`src/rtl/adc_port_pkg.sv`:
```
package adc_port_pkg;

    // Positions of the host signals inside the synchronizer vector
    localparam int IDX_CS   = 0;
    localparam int IDX_SCLK = 1;
    localparam int IDX_CONV = 2;
    localparam int N_HOST   = 3;

    // Edge events seen in the system clock domain
    typedef struct packed {
        logic cs_fall;
        logic cs_rise;
        logic sclk_fall;
        logic conv_fall;
    } port_ev_t;

endpackage

```
`src/rtl/adc_port_sync.sv`:
```
module adc_port_sync #(
    parameter int W      = 3,
    parameter int STAGES = 2
) (
    input  logic         clk,
    input  logic         rst_n,
    input  logic [W-1:0] in_i,
    output logic [W-1:0] cur_o,
    output logic [W-1:0] prev_o
);

    // Stage 0..STAGES-1 form the synchronizer, stage STAGES is the edge history
    typedef struct packed {
        logic [STAGES:0][W-1:0] chain;
    } sync_st_t;

    sync_st_t st_d, st_q;

    always_comb begin
        st_d = st_q;
        st_d.chain[0] = in_i;
        for (int k = 1; k <= STAGES; k++) begin
            st_d.chain[k] = st_q.chain[k-1];
        end
    end

    always_ff @(posedge clk or negedge rst_n) begin
        if (!rst_n) begin
            st_q <= '1;  // host signals idle high
        end else begin
            st_q <= st_d;
        end
    end

    assign cur_o  = st_q.chain[STAGES-1];
    assign prev_o = st_q.chain[STAGES];

endmodule

```
`src/rtl/adc_conv_timer.sv`:
```
module adc_conv_timer #(
    parameter int RES_W       = 12,
    parameter int CONV_CYCLES = 20
) (
    input  logic             clk,
    input  logic             rst_n,
    input  logic             conv_fall_i,
    input  logic [RES_W-1:0] res_a_i,
    input  logic [RES_W-1:0] res_b_i,
    output logic             busy_o,
    output logic [RES_W-1:0] lat_a_o,
    output logic [RES_W-1:0] lat_b_o
);

    localparam int TW = (CONV_CYCLES < 2) ? 1 : $clog2(CONV_CYCLES + 1);
    localparam logic [TW-1:0] LOAD = TW'(CONV_CYCLES - 1);

    typedef struct packed {
        logic             busy;
        logic [TW-1:0]    left;
        logic [RES_W-1:0] lat_a;
        logic [RES_W-1:0] lat_b;
    } tmr_st_t;

    tmr_st_t st_d, st_q;

    always_comb begin
        st_d = st_q;
        if (st_q.busy) begin
            if (st_q.left == '0) begin
                // conversion complete: release busy and capture the results
                st_d.busy  = 1'b0;
                st_d.lat_a = res_a_i;
                st_d.lat_b = res_b_i;
            end else begin
                st_d.left = st_q.left - 1'b1;
            end
        end else if (conv_fall_i) begin
            st_d.busy = 1'b1;
            st_d.left = LOAD;
        end
    end

    always_ff @(posedge clk or negedge rst_n) begin
        if (!rst_n) begin
            st_q <= '0;
        end else begin
            st_q <= st_d;
        end
    end

    assign busy_o  = st_q.busy;
    assign lat_a_o = st_q.lat_a;
    assign lat_b_o = st_q.lat_b;

    AST_BUSY_FROM_START: assert property (@(posedge clk) disable iff (!rst_n)
        $rose(st_q.busy) |-> $past(conv_fall_i)) else $error("busy rose without start");

    AST_START_IGNORED: assert property (@(posedge clk) disable iff (!rst_n)
        (st_q.busy && st_q.left != '0 && conv_fall_i) |=> (st_q.busy && st_q.left == $past(st_q.left) - 1'b1))
        else $error("start during busy changed timer");

    AST_LATCH_HOLD: assert property (@(posedge clk) disable iff (!rst_n)
        !st_q.busy |=> ($stable(st_q.lat_a) && $stable(st_q.lat_b)))
        else $error("latched results changed while idle");

endmodule

```
`src/rtl/adc_port_shifter.sv`:
```
module adc_port_shifter #(
    parameter int RES_W = 12
) (
    input  logic                    clk,
    input  logic                    rst_n,
    input  adc_port_pkg::port_ev_t  ev_i,
    input  logic [RES_W-1:0]        lat_a_i,
    input  logic [RES_W-1:0]        lat_b_i,
    output logic                    dout_a_o,
    output logic                    oe_a_o,
    output logic                    dout_b_o,
    output logic                    oe_b_o
);

    localparam int FRAME = 2 * RES_W;
    localparam int CW    = $clog2(FRAME + 1);
    localparam logic [CW-1:0] CNT_MAX = CW'(FRAME);

    typedef struct packed {
        logic             active;
        logic [CW-1:0]    cnt;
        logic [FRAME-1:0] sh_a;
        logic [FRAME-1:0] sh_b;
    } shf_st_t;

    shf_st_t st_d, st_q;

    always_comb begin
        st_d = st_q;
        if (ev_i.cs_rise) begin
            st_d = '0;
        end else if (ev_i.cs_fall) begin
            // a serial clock fall in this same cycle is deliberately dropped
            st_d.active = 1'b1;
            st_d.cnt    = '0;
            st_d.sh_a   = {lat_a_i, lat_b_i};
            st_d.sh_b   = {lat_b_i, lat_a_i};
        end else if (st_q.active && ev_i.sclk_fall) begin
            st_d.sh_a = {st_q.sh_a[FRAME-2:0], 1'b0};
            st_d.sh_b = {st_q.sh_b[FRAME-2:0], 1'b0};
            if (st_q.cnt != CNT_MAX) begin
                st_d.cnt = st_q.cnt + 1'b1;
            end
        end
    end

    always_ff @(posedge clk or negedge rst_n) begin
        if (!rst_n) begin
            st_q <= '0;
        end else begin
            st_q <= st_d;
        end
    end

    assign oe_a_o   = st_q.active;
    assign oe_b_o   = st_q.active;
    assign dout_a_o = st_q.active & st_q.sh_a[FRAME-1];
    assign dout_b_o = st_q.active & st_q.sh_b[FRAME-1];

    AST_CS_FALL_DRIVES: assert property (@(posedge clk) disable iff (!rst_n)
        ev_i.cs_fall |=> (oe_a_o && oe_b_o && dout_a_o == $past(lat_a_i[RES_W-1])
                          && dout_b_o == $past(lat_b_i[RES_W-1])))
        else $error("chip select fall did not present MSB");

    AST_SHIFT_STEP: assert property (@(posedge clk) disable iff (!rst_n)
        (st_q.active && ev_i.sclk_fall && !ev_i.cs_fall && !ev_i.cs_rise && st_q.cnt != CNT_MAX)
        |=> st_q.cnt == $past(st_q.cnt) + 1'b1)
        else $error("serial clock fall did not advance");

    AST_COINCIDE_DROP: assert property (@(posedge clk) disable iff (!rst_n)
        (ev_i.cs_fall && ev_i.sclk_fall) |=> st_q.cnt == '0)
        else $error("coincident serial clock fall was counted");

    AST_CS_RISE_RELEASE: assert property (@(posedge clk) disable iff (!rst_n)
        ev_i.cs_rise |=> (!oe_a_o && !oe_b_o && !dout_a_o && !dout_b_o))
        else $error("chip select rise left a line driven");

    AST_ZERO_TAIL: assert property (@(posedge clk) disable iff (!rst_n)
        (st_q.active && st_q.cnt == CNT_MAX) |-> (!dout_a_o && !dout_b_o))
        else $error("nonzero data after frame end");

endmodule

```
`src/rtl/adc_port_emu.sv`:
```
module adc_port_emu #(
    parameter int RES_W       = 12,
    parameter int CONV_CYCLES = 20,
    parameter int SYNC_STAGES = 2
) (
    input  logic             clk,
    input  logic             rst_n,
    input  logic             convst_n_i,
    input  logic             cs_n_i,
    input  logic             sclk_i,
    input  logic [RES_W-1:0] res_a_i,
    input  logic [RES_W-1:0] res_b_i,
    output logic             busy_o,
    output logic             dout_a_o,
    output logic             oe_a_o,
    output logic             dout_b_o,
    output logic             oe_b_o
);

    import adc_port_pkg::*;

    logic [N_HOST-1:0] host_raw, host_cur, host_prev;
    port_ev_t          ev;
    logic [RES_W-1:0]  lat_a, lat_b;

    always_comb begin
        host_raw           = '1;
        host_raw[IDX_CS]   = cs_n_i;
        host_raw[IDX_SCLK] = sclk_i;
        host_raw[IDX_CONV] = convst_n_i;
    end

    adc_port_sync #(
        .W      (N_HOST),
        .STAGES (SYNC_STAGES)
    ) u_sync (
        .clk    (clk),
        .rst_n  (rst_n),
        .in_i   (host_raw),
        .cur_o  (host_cur),
        .prev_o (host_prev)
    );

    always_comb begin
        ev.cs_fall   =  host_prev[IDX_CS]   & ~host_cur[IDX_CS];
        ev.cs_rise   = ~host_prev[IDX_CS]   &  host_cur[IDX_CS];
        ev.sclk_fall =  host_prev[IDX_SCLK] & ~host_cur[IDX_SCLK];
        ev.conv_fall =  host_prev[IDX_CONV] & ~host_cur[IDX_CONV];
    end

    adc_conv_timer #(
        .RES_W       (RES_W),
        .CONV_CYCLES (CONV_CYCLES)
    ) u_timer (
        .clk         (clk),
        .rst_n       (rst_n),
        .conv_fall_i (ev.conv_fall),
        .res_a_i     (res_a_i),
        .res_b_i     (res_b_i),
        .busy_o      (busy_o),
        .lat_a_o     (lat_a),
        .lat_b_o     (lat_b)
    );

    adc_port_shifter #(
        .RES_W (RES_W)
    ) u_shifter (
        .clk      (clk),
        .rst_n    (rst_n),
        .ev_i     (ev),
        .lat_a_i  (lat_a),
        .lat_b_i  (lat_b),
        .dout_a_o (dout_a_o),
        .oe_a_o   (oe_a_o),
        .dout_b_o (dout_b_o),
        .oe_b_o   (oe_b_o)
    );

    AST_CS_DURING_BUSY: assert property (@(posedge clk) disable iff (!rst_n)
        (ev.cs_fall && busy_o) |=> (oe_a_o && oe_b_o))
        else $error("chip select ignored during conversion");

endmodule

```
`config.mk`:
```
export PLATFORM = sky130hd
export DESIGN_NAME = adc_port_emu
export DESIGN_NICKNAME = d
export VERILOG_FILES = /design/src/rtl/adc_port_pkg.sv /design/src/rtl/adc_port_sync.sv /design/src/rtl/adc_conv_timer.sv /design/src/rtl/adc_port_shifter.sv /design/src/rtl/adc_port_emu.sv
export SDC_FILE = /design/constraint.sdc
export NUM_CORES = 1
export LEC_CHECK = 0
export BUFFER_PORTS_ARGS = -buffer_cell sky130_fd_sc_hd__buf_2
export CORE_MARGIN = 8
export CORE_UTILIZATION = 50
export DETAILED_ROUTE_END_ITERATION = 8
export GPL_TIMING_DRIVEN = 1
export PLACE_DENSITY_LB_ADDON = 0.3
export SLEW_MARGIN = 20
export SYNTH_ARGS = -nofsm -noshare
export SYNTH_HDL_FRONTEND = slang
export SYNTH_HIERARCHICAL = 1
export SYNTH_SLANG_ARGS = --single-unit
```
`constraint.sdc`:
```
create_clock -name clk -period 2.45 [get_ports clk]
set_input_delay 0.49 -clock clk [delete_from_list [all_inputs] [get_ports clk]]
set_output_delay 0.49 -clock clk [all_outputs]
set_load 0.05 [all_outputs]
```
Word level (Yosys, flattened, before mapping)
Index checks and enable logic that the tools add are counted. Widths: inputs -> output; s select.

Logic and storage cells: 43. Register bits: 93.

$add $sub $neg: 2. Muxes and demuxes: 9. Bitwise gates (word level): 10. Equal/unequal tests: 2. Reductions and logical operators: 9.

Operator list (count): $mux 53 (2); $mux 54 (1); $mux 6 (2); $mux 5 (2); $and 1x1->1 (6); $reduce_and 2->1 (3); $reduce_bool 3->1 (2); $add 5x1->5 const B (1); $logic_not 5->1 (1); $ne 5x5->1 const B (1); $sub 5x1->5 const B (1); $not 1->1 (4); $reduce_bool 2->1 (2); $mux 1 (2); $ne 2x2->1 const B (1); $logic_and 1x1->1 (1).

Depth between registers and ports, before layout
Gate-level depths: netlist of run 1.

Depth after elaboration: 6. Gate-level depth with buffers: 8. Depth with buffers taken out: 5.

By module
Netlist of run 1, hierarchy kept.

Modules (own cells, without submodules): adc_port_shifter (times used 1, cells an instance 217, sequential area each 1226.2 um2, area an instance 2391.0 um2); adc_conv_timer (times used 1, cells an instance 104, sequential area each 750.7 um2, area an instance 1485.2 um2); adc_port_sync (times used 1, cells an instance 12, sequential area each 236.5 um2, area an instance 259.0 um2); adc_port_emu (times used 1, cells an instance 4, sequential area each 0.0 um2, area an instance 27.5 um2).

Worst setup path before layout of run 1
No wires, ideal clock.

Kind: register to output. From: register u_shifter.st_q, in the netlist u_shifter/oe_a_o. To: output dout_a_o. Arrival: 1.180 ns. Data required time: 1.960 ns. Cell stages (with the launch flop): 2. Setup slack: 0.780 ns. Cells stage by stage: dfrtp_1 > and2_1.

Longest elaborated chain between the ends: 1.

RTL lines: start: declaration (line adc_port_shifter.sv:26) `shf_st_t st_d, st_q;`; start signal: assignment (line adc_port_shifter.sv:51) `st_q <= st_d;`; $and 1x1->1 (line adc_port_shifter.sv:57) `assign dout_a_o = st_q.active & st_q.sh_a[FRAME-1];`; end: declaration (line adc_port_emu.sv:14) `output logic dout_a_o,`.

No other way between the ends.

Worst setup path after layout of run 1
From: register u_timer/st_q[24] in the netlist's numbering. To: register u_timer.st_q, in the netlist u_timer/lat_b_o[1].

Longest elaborated chain between the ends: 2.

RTL lines: start: declaration (line adc_conv_timer.sv:25) `tmr_st_t st_d, st_q;`; start signal: assignment (line adc_conv_timer.sv:48) `st_q <= st_d;`; $logic_not 5->1 (line adc_conv_timer.sv:30) `if (st_q.left == '0) begin`; $reduce_and 2->1 (no line).

No other way between the ends. A chain may end at the register's enable or synchronous reset.

==> results of run 1 <==
[metal layers]
layer  up-vias  global-route usage  wire length [um]
met3        10              0.0432               371
li1       1154                   -                 -
met1      1153               0.162              3260
met5         -                   0                 0
met4         0              0.0452                75
met2        50               0.214              3290
[sequential cells by signal (all words and copies together), names as in the netlist]
register          cells
u_shifter/oe_a_o      1
u_sync/st_d           3
u_timer/st_q          5
u_timer/lat_a_o      12
u_sync/prev_o         3
u_timer/busy_o        1
u_timer/lat_b_o      12
u_sync/cur_o          3
u_shifter/st_q       48
[final timing paths]
path                             startpoint                 end  slack (ns)  depth (start not counted)
hold reg to reg              u_sync/st_d[5]     u_sync/cur_o[2]        0.36                          0
setup / recovery           u_timer/st_q[24]  u_timer/lat_b_o[1]        0.50                          5
max in group asynchronous             rst_n    u_sync/prev_o[0]        1.63                          2
min in group clk                     sclk_i      u_sync/st_d[4]        0.23                          1
hold / removal                        rst_n    u_shifter/oe_a_o        0.12                          1
setup reg to reg           u_timer/st_q[24]  u_timer/lat_b_o[1]        0.50                          5
[power breakdown]
group | internal (mW) | switching (mW)
clock | 0.601 | 0.497
sequential | 1.95 | 0.386
combinational | 0.637 | 0.505
total | 3.19 | 1.39
[cell usage in the layout, fill, tap and decap left out, drive strengths merged, types with 5 or more instances in the layout]
cell type,netlist,routed
mux2i,49,49
buf,44,38
dfstp,9,9
clkbuf,7,11
nand2,48,48
nor2b,5,5
dfrtp,79,79
mux2,24,24
nor2,5,5
o31ai,48,48
[cell families after synthesis]
family | after synthesis
compound gates | 52
fa+ha+maj | 2
buf+inv | 54
flops | 88
mux | 73
simple gates | 68
[critical path, delay by kind of cell (launching register included)]
kind	cells	cell delay, ns
buffers and inverters	1	0.09
adder cells (fa/ha/maj)	1	0.17
AND/OR/NAND/NOR	2	0.72
flip-flops	1	0.41
multiplexers	1	0.44
[final cells by class]
| type | count | area, um2 | area share |
|---|---|---|---|
| Clock inverter | 5 | 80.1 | 0.0182 |
| Sequential cell | 88 | 2210 | 0.502 |
| Multi-Input combinational cell | 195 | 1600 | 0.363 |
| Tap cell | 105 | 131 | 0.0298 |
| Timing Repair Buffer | 38 | 230 | 0.0523 |
| Inverter | 3 | 11.3 | 0.00256 |
| Clock buffer | 11 | 141 | 0.0321 |
==> results_dict.tcl, run 1 <==
set metrics [dict create \
    dp.cells 429 \
    hold_path_class "input pin to async pin" \
    syn-num-nets 368 \
    synth.ff_latch_count 88 \
    post-place-ws_ns 0.482 \
    row_count 33 \
    cts_setup_buffers 0 \
    required_ns 2.69 \
    die_h_um 107 \
    cts.htree.levels 3 \
    postSynth.asyncResetShare 1.00 \
    overflow 0 \
    synth_mux_area_frac 0.201 \
    synth_top_area_share 0.475 \
    first_pass_iters 5 \
    final_hold_viol_count 0 \
    cts_buffer_depth 2 \
    max-cap-violations 0 \
    grt_pass1_wl_um 12200 \
    whs_ns 0.123 \
    layout-drive-gt1-share 0.268 \
    setup_viol 0 \
    design_area_mm2 0.00441 \
    gp_congestion 0.706 \
    critPathKind "register to register" \
    cts_root_buf "clkbuf_8" \
    worst_ep_arrival_time_ns 2.19 \
    grt_setup_unrepaired "no" \
    synth.area.top_cells "dfrtp_1 47%, mux2i_1 12%, o31ai_1 8.7%" \
    synthAdderAreaFrac 0.00601 \
    synth_largest_area_cell "dfrtp_1" \
    nNetsFinal 366 \
    maxSlewViolCount 0 \
    cp_slowest_cell "mux2_4" \
    netlist_area_mm2 0.00416 \
    routedWlPerCell_um 15.7 \
    synth_top_family_by_area "multiplexers" \
    ys_seq_area_frac 0.532 \
    ys_warn_count 6 \
    dieArea_mm2 0.0115 \
    ant_nets 0 \
    fillerInstances 691 \
    ctsResizeCount 0 \
    max-vdd-ir-drop_v 0.000392 \
    clk_pin_slew_ns 0.08 \
    netlist_top_cells_count "79 x dfrtp_1, 49 x mux2i_1, 48 x nand2_1, 48 x o31ai_1, 36 x buf_4" \
    drt_iter0_markers 138 \
    start_util 0.512 \
    utilization 0.542 \
    syn_to_final_growth_pct 5.83 \
    synth-compound-area-share 0.0959 \
    yosysUniqueCellTypes 26 \
    io_buffers 33 \
    synth-xor-area-share 0 \
    worstPathCellList "inv_1 -> ha_1 -> nor3b_4 -> nand3b_4 -> mux2_4" \
    num_vias 2367 \
    worstSetupEndpointType "register" \
    routed_wl_um 7000 \
    dpl_cell_area_mm2 0.00418 \
    worstPathMaxFanout 24 \
    fmax_ghz 0.512 \
    drc 0 \
    postSynthCellCount 337 \
    synthFlopType "dfrtp_1" \
    synth_edf_count 0 \
    tns_ns 0 \
    power.total_mw 4.58 \
    viasPerCell 5.32 \
    period_share 0.797 \
    die-width_um 107 \
    pwr_density_cell_mw_per_mm2 1040 \
    cts_tree "built" \
    clock_sinks 88 \
    synth_area_per_cell_um2 12.4 \
    core_area_mm2 0.00813 \
    leakage_nw 1.99 \
    yosysMostFrequentCell "dfrtp_1" \
    status "finished clean" \
    relSlewSlack 0.508 \
    setup_ws_ns 0.498 \
    postCtsHoldBufs 0 \
    worstMarginPinSlew_ns 0.728 \
    grt_pass1_vias 2486 \
    fin_crit_ns 1.95 \
    grt_util_all_layers 0.132 \
    cts_buffers 9 \
    io_pins 34 \
    max_stage_delay_ns 0.44 \
    dp_hpwl_um 4370 \
    antenna_found_initial 0 \
    fin_cells 445 \
    fin_skew_ns 0.00400 \
    grt_start_max_net_pins 95 \
    diodes 0 \
    clock_latency_ns 0.35 \
    yosys.area_share.simple 0.0775 \
    start_kind "register" \
]
No activity file was read; power rests on OpenSTA's default activity.
==> run 2, diff against run 1 <==
==> constraint.sdc (replaced) <==
create_clock -name clk -period 1.9 [get_ports clk]
set_input_delay 0.38 -clock clk [delete_from_list [all_inputs] [get_ports clk]]
set_output_delay 0.38 -clock clk [all_outputs]
set_load 0.05 [all_outputs]
==> run 2 against run 1 <==
Sequential power grew 29%; flip-flop and latch count is the same; clock-buffer cell count grew 2; critical path depth grew 1; register-to-register slack lost 0.34 ns; clock skew grew 0.0073 ns; sequential share of layout area shrank 0.84 points; power grew 28%; first-iteration DRC count shrank 8.7%; routed wire length grew 1.7%; fmax grew 12%; critical path type unchanged; critical endpoint is now u_timer/lat_a_o[5]; highest routed layer unchanged.
==> results_dict.tcl, run 2 (synthesis results as in run 1) <==
set metrics [dict create \
    status "finished clean" \
    clock_sinks 88 \
    grt_start_max_net_pins 48 \
    cts_root_buf "clkbuf_8" \
    row_count 33 \
    core_area_mm2 0.00813 \
    io_pins 34 \
    largest_reg_flops 48 \
    cts_buffers 9 \
    cts_setup_buffers 0 \
    fmax_ghz 0.574 \
    layout_common_cells "79 x dfrtp_1, 49 x mux2i_1, 48 x nand2_1, 48 x o31ai_1, 32 x buf_2" \
    regMostFlops "u_shifter/st_q" \
    pwr-share-seq 0.516 \
    post-place-ws_ns 0.170 \
    hold_depth 1 \
    first_pass_iters 4 \
    cts_tree "built" \
    overflow 0 \
    required_ns 2.13 \
    io_buffers 33 \
    routed_wl_um 7120 \
    worst_ep_arrival_time_ns 1.97 \
    swShare 0.306 \
    use_met2 0.202 \
    worstPathMaxFanout 16 \
    cts.htree.levels 3 \
    worstSetupEndpointType "register" \
    maxSlewViolCount 0 \
    setup_viol 0 \
    grt_pass1_wl_um 12500 \
    final_hold_viol_count 0 \
    die-width_um 107 \
    met3_usage 0.0414 \
    fillerInstances 700 \
    layout-drive-gt1-share 0.281 \
    use_met1 0.184 \
    drc 0 \
    fin_skew_ns 0.0113 \
    num_vias 2417 \
    max-cap-violations 0 \
    clkPwrFrac 0.223 \
    viasPerCell 5.32 \
    grt_pass1_vias 2491 \
    die_h_um 107 \
    nNetsFinal 375 \
    p_switching_mw 1.79 \
    start_util 0.512 \
    cts_buffer_depth 2 \
    routedWlPerCell_um 15.7 \
    relSlewSlack 0.712 \
    gp_congestion 0.724 \
    clock_latency_ns 0.35 \
    start_kind "register" \
    dp_hpwl_um 4740 \
    rr_worst_depth 6 \
    syn_to_final_growth_pct 7.63 \
    dieArea_mm2 0.0115 \
    critPathKind "register to register" \
    tns_ns 0 \
    leakage_nw 2.03 \
    busiest_layer "met2" \
    fin_crit_ns 1.74 \
    setup_ws_ns 0.157 \
    ant_nets 0 \
    grt_setup_unrepaired "no" \
    worstMarginPinSlew_ns 0.432 \
    clk_pin_slew_ns 0.08 \
    pwr_density_cell_mw_per_mm2 1300 \
    grt_util_all_layers 0.137 \
    final_common_cell "dfrtp_1" \
    max-vdd-ir-drop_v 0.000543 \
    p_int_mw 4.05 \
    drt_iter0_markers 126 \
    p_comb_frac 0.261 \
    period_share 0.918 \
    fin_cells 454 \
    antenna_found_initial 0 \
    dp.cells 437 \
    diodes 0 \
    hold_path_class "input pin to register" \
]
## run 2: cell types whose count changed in the layout (fill, tap and decap cells not counted), sizes merged
cell / previous run / this run
buf: 38 / 46
clkbuf: 11 / 13
bufinv: 2 / 1
clkinvlp: 2 / 1
dlygate4sd3: 0 / 1
## run 2: metrics by stage
step           hold WS, ns  power, mW  instance area (um2)  utilization
6_report             0.122       5.84                 4480        0.551
5_1_grt             0.0894       6.24                 4480        0.551
4_1_cts              0.102       5.91                 4480        0.551
3_5_place_dp         0.347       4.59                 4270        0.525
3_3_place_gp         0.346       4.50                 4270        0.525
2_1_floorplan       0.0844       4.50                 4160            -
## run 2: power by group through the flow
stage,clock [mW],combinational [mW],sequential [mW]
floorplan,0,1.62,2.88
global placement,0,1.47,3.03
detailed placement,0,1.54,3.05
CTS,1.35,1.54,3.02
global route,1.44,1.68,3.12
finish,1.30,1.52,3.02
## run 2: metal layers
metal  vias to the layer above  share of wire
li1                       1171              -
met1                      1201           0.48
met2                        37           0.47
met3                         8          0.043
met4                         0          0.012
met5                         -              0
## run 2: cell type report
type,instances,area (um2),share of cell area
flip-flops and latches,88,2210,0.494
clock inverters,3,42.5,0.00949
well taps,105,131,0.0293
repair buffers,47,325,0.0726
multi-input cells,195,1600,0.357
inverters,3,11.3,0.00251
clock buffers,13,159,0.0355
## run 2: worst paths after layout
kind | from | end | slack (ns)
max | u_timer/st_q[24] | u_timer/lat_a_o[5] | 0.16
max reg2reg | u_timer/st_q[24] | u_timer/lat_a_o[5] | 0.16
max in group asynchronous | rst_n | u_sync/st_d[4] | 0.81
min in group asynchronous | rst_n | u_shifter/st_q[31] | 0.51
min | convst_n_i | u_sync/st_d[5] | 0.12
min reg2reg | u_sync/st_d[5] | u_sync/cur_o[2] | 0.36
## run 2: what timing repair did
item,in CTS,in global routing
hold endpoints to repair,30,0
gates resized for setup,0,0
hold buffers,1,0
## run 2: critical path, cell delays in order, from the launching register on
cell	delay, ns
dfrtp_1	0.41
inv_1	0.09
ha_1	0.16
nor3b_4	0.30
nand3b_4	0.10
buf_4	0.24
mux2_4	0.32
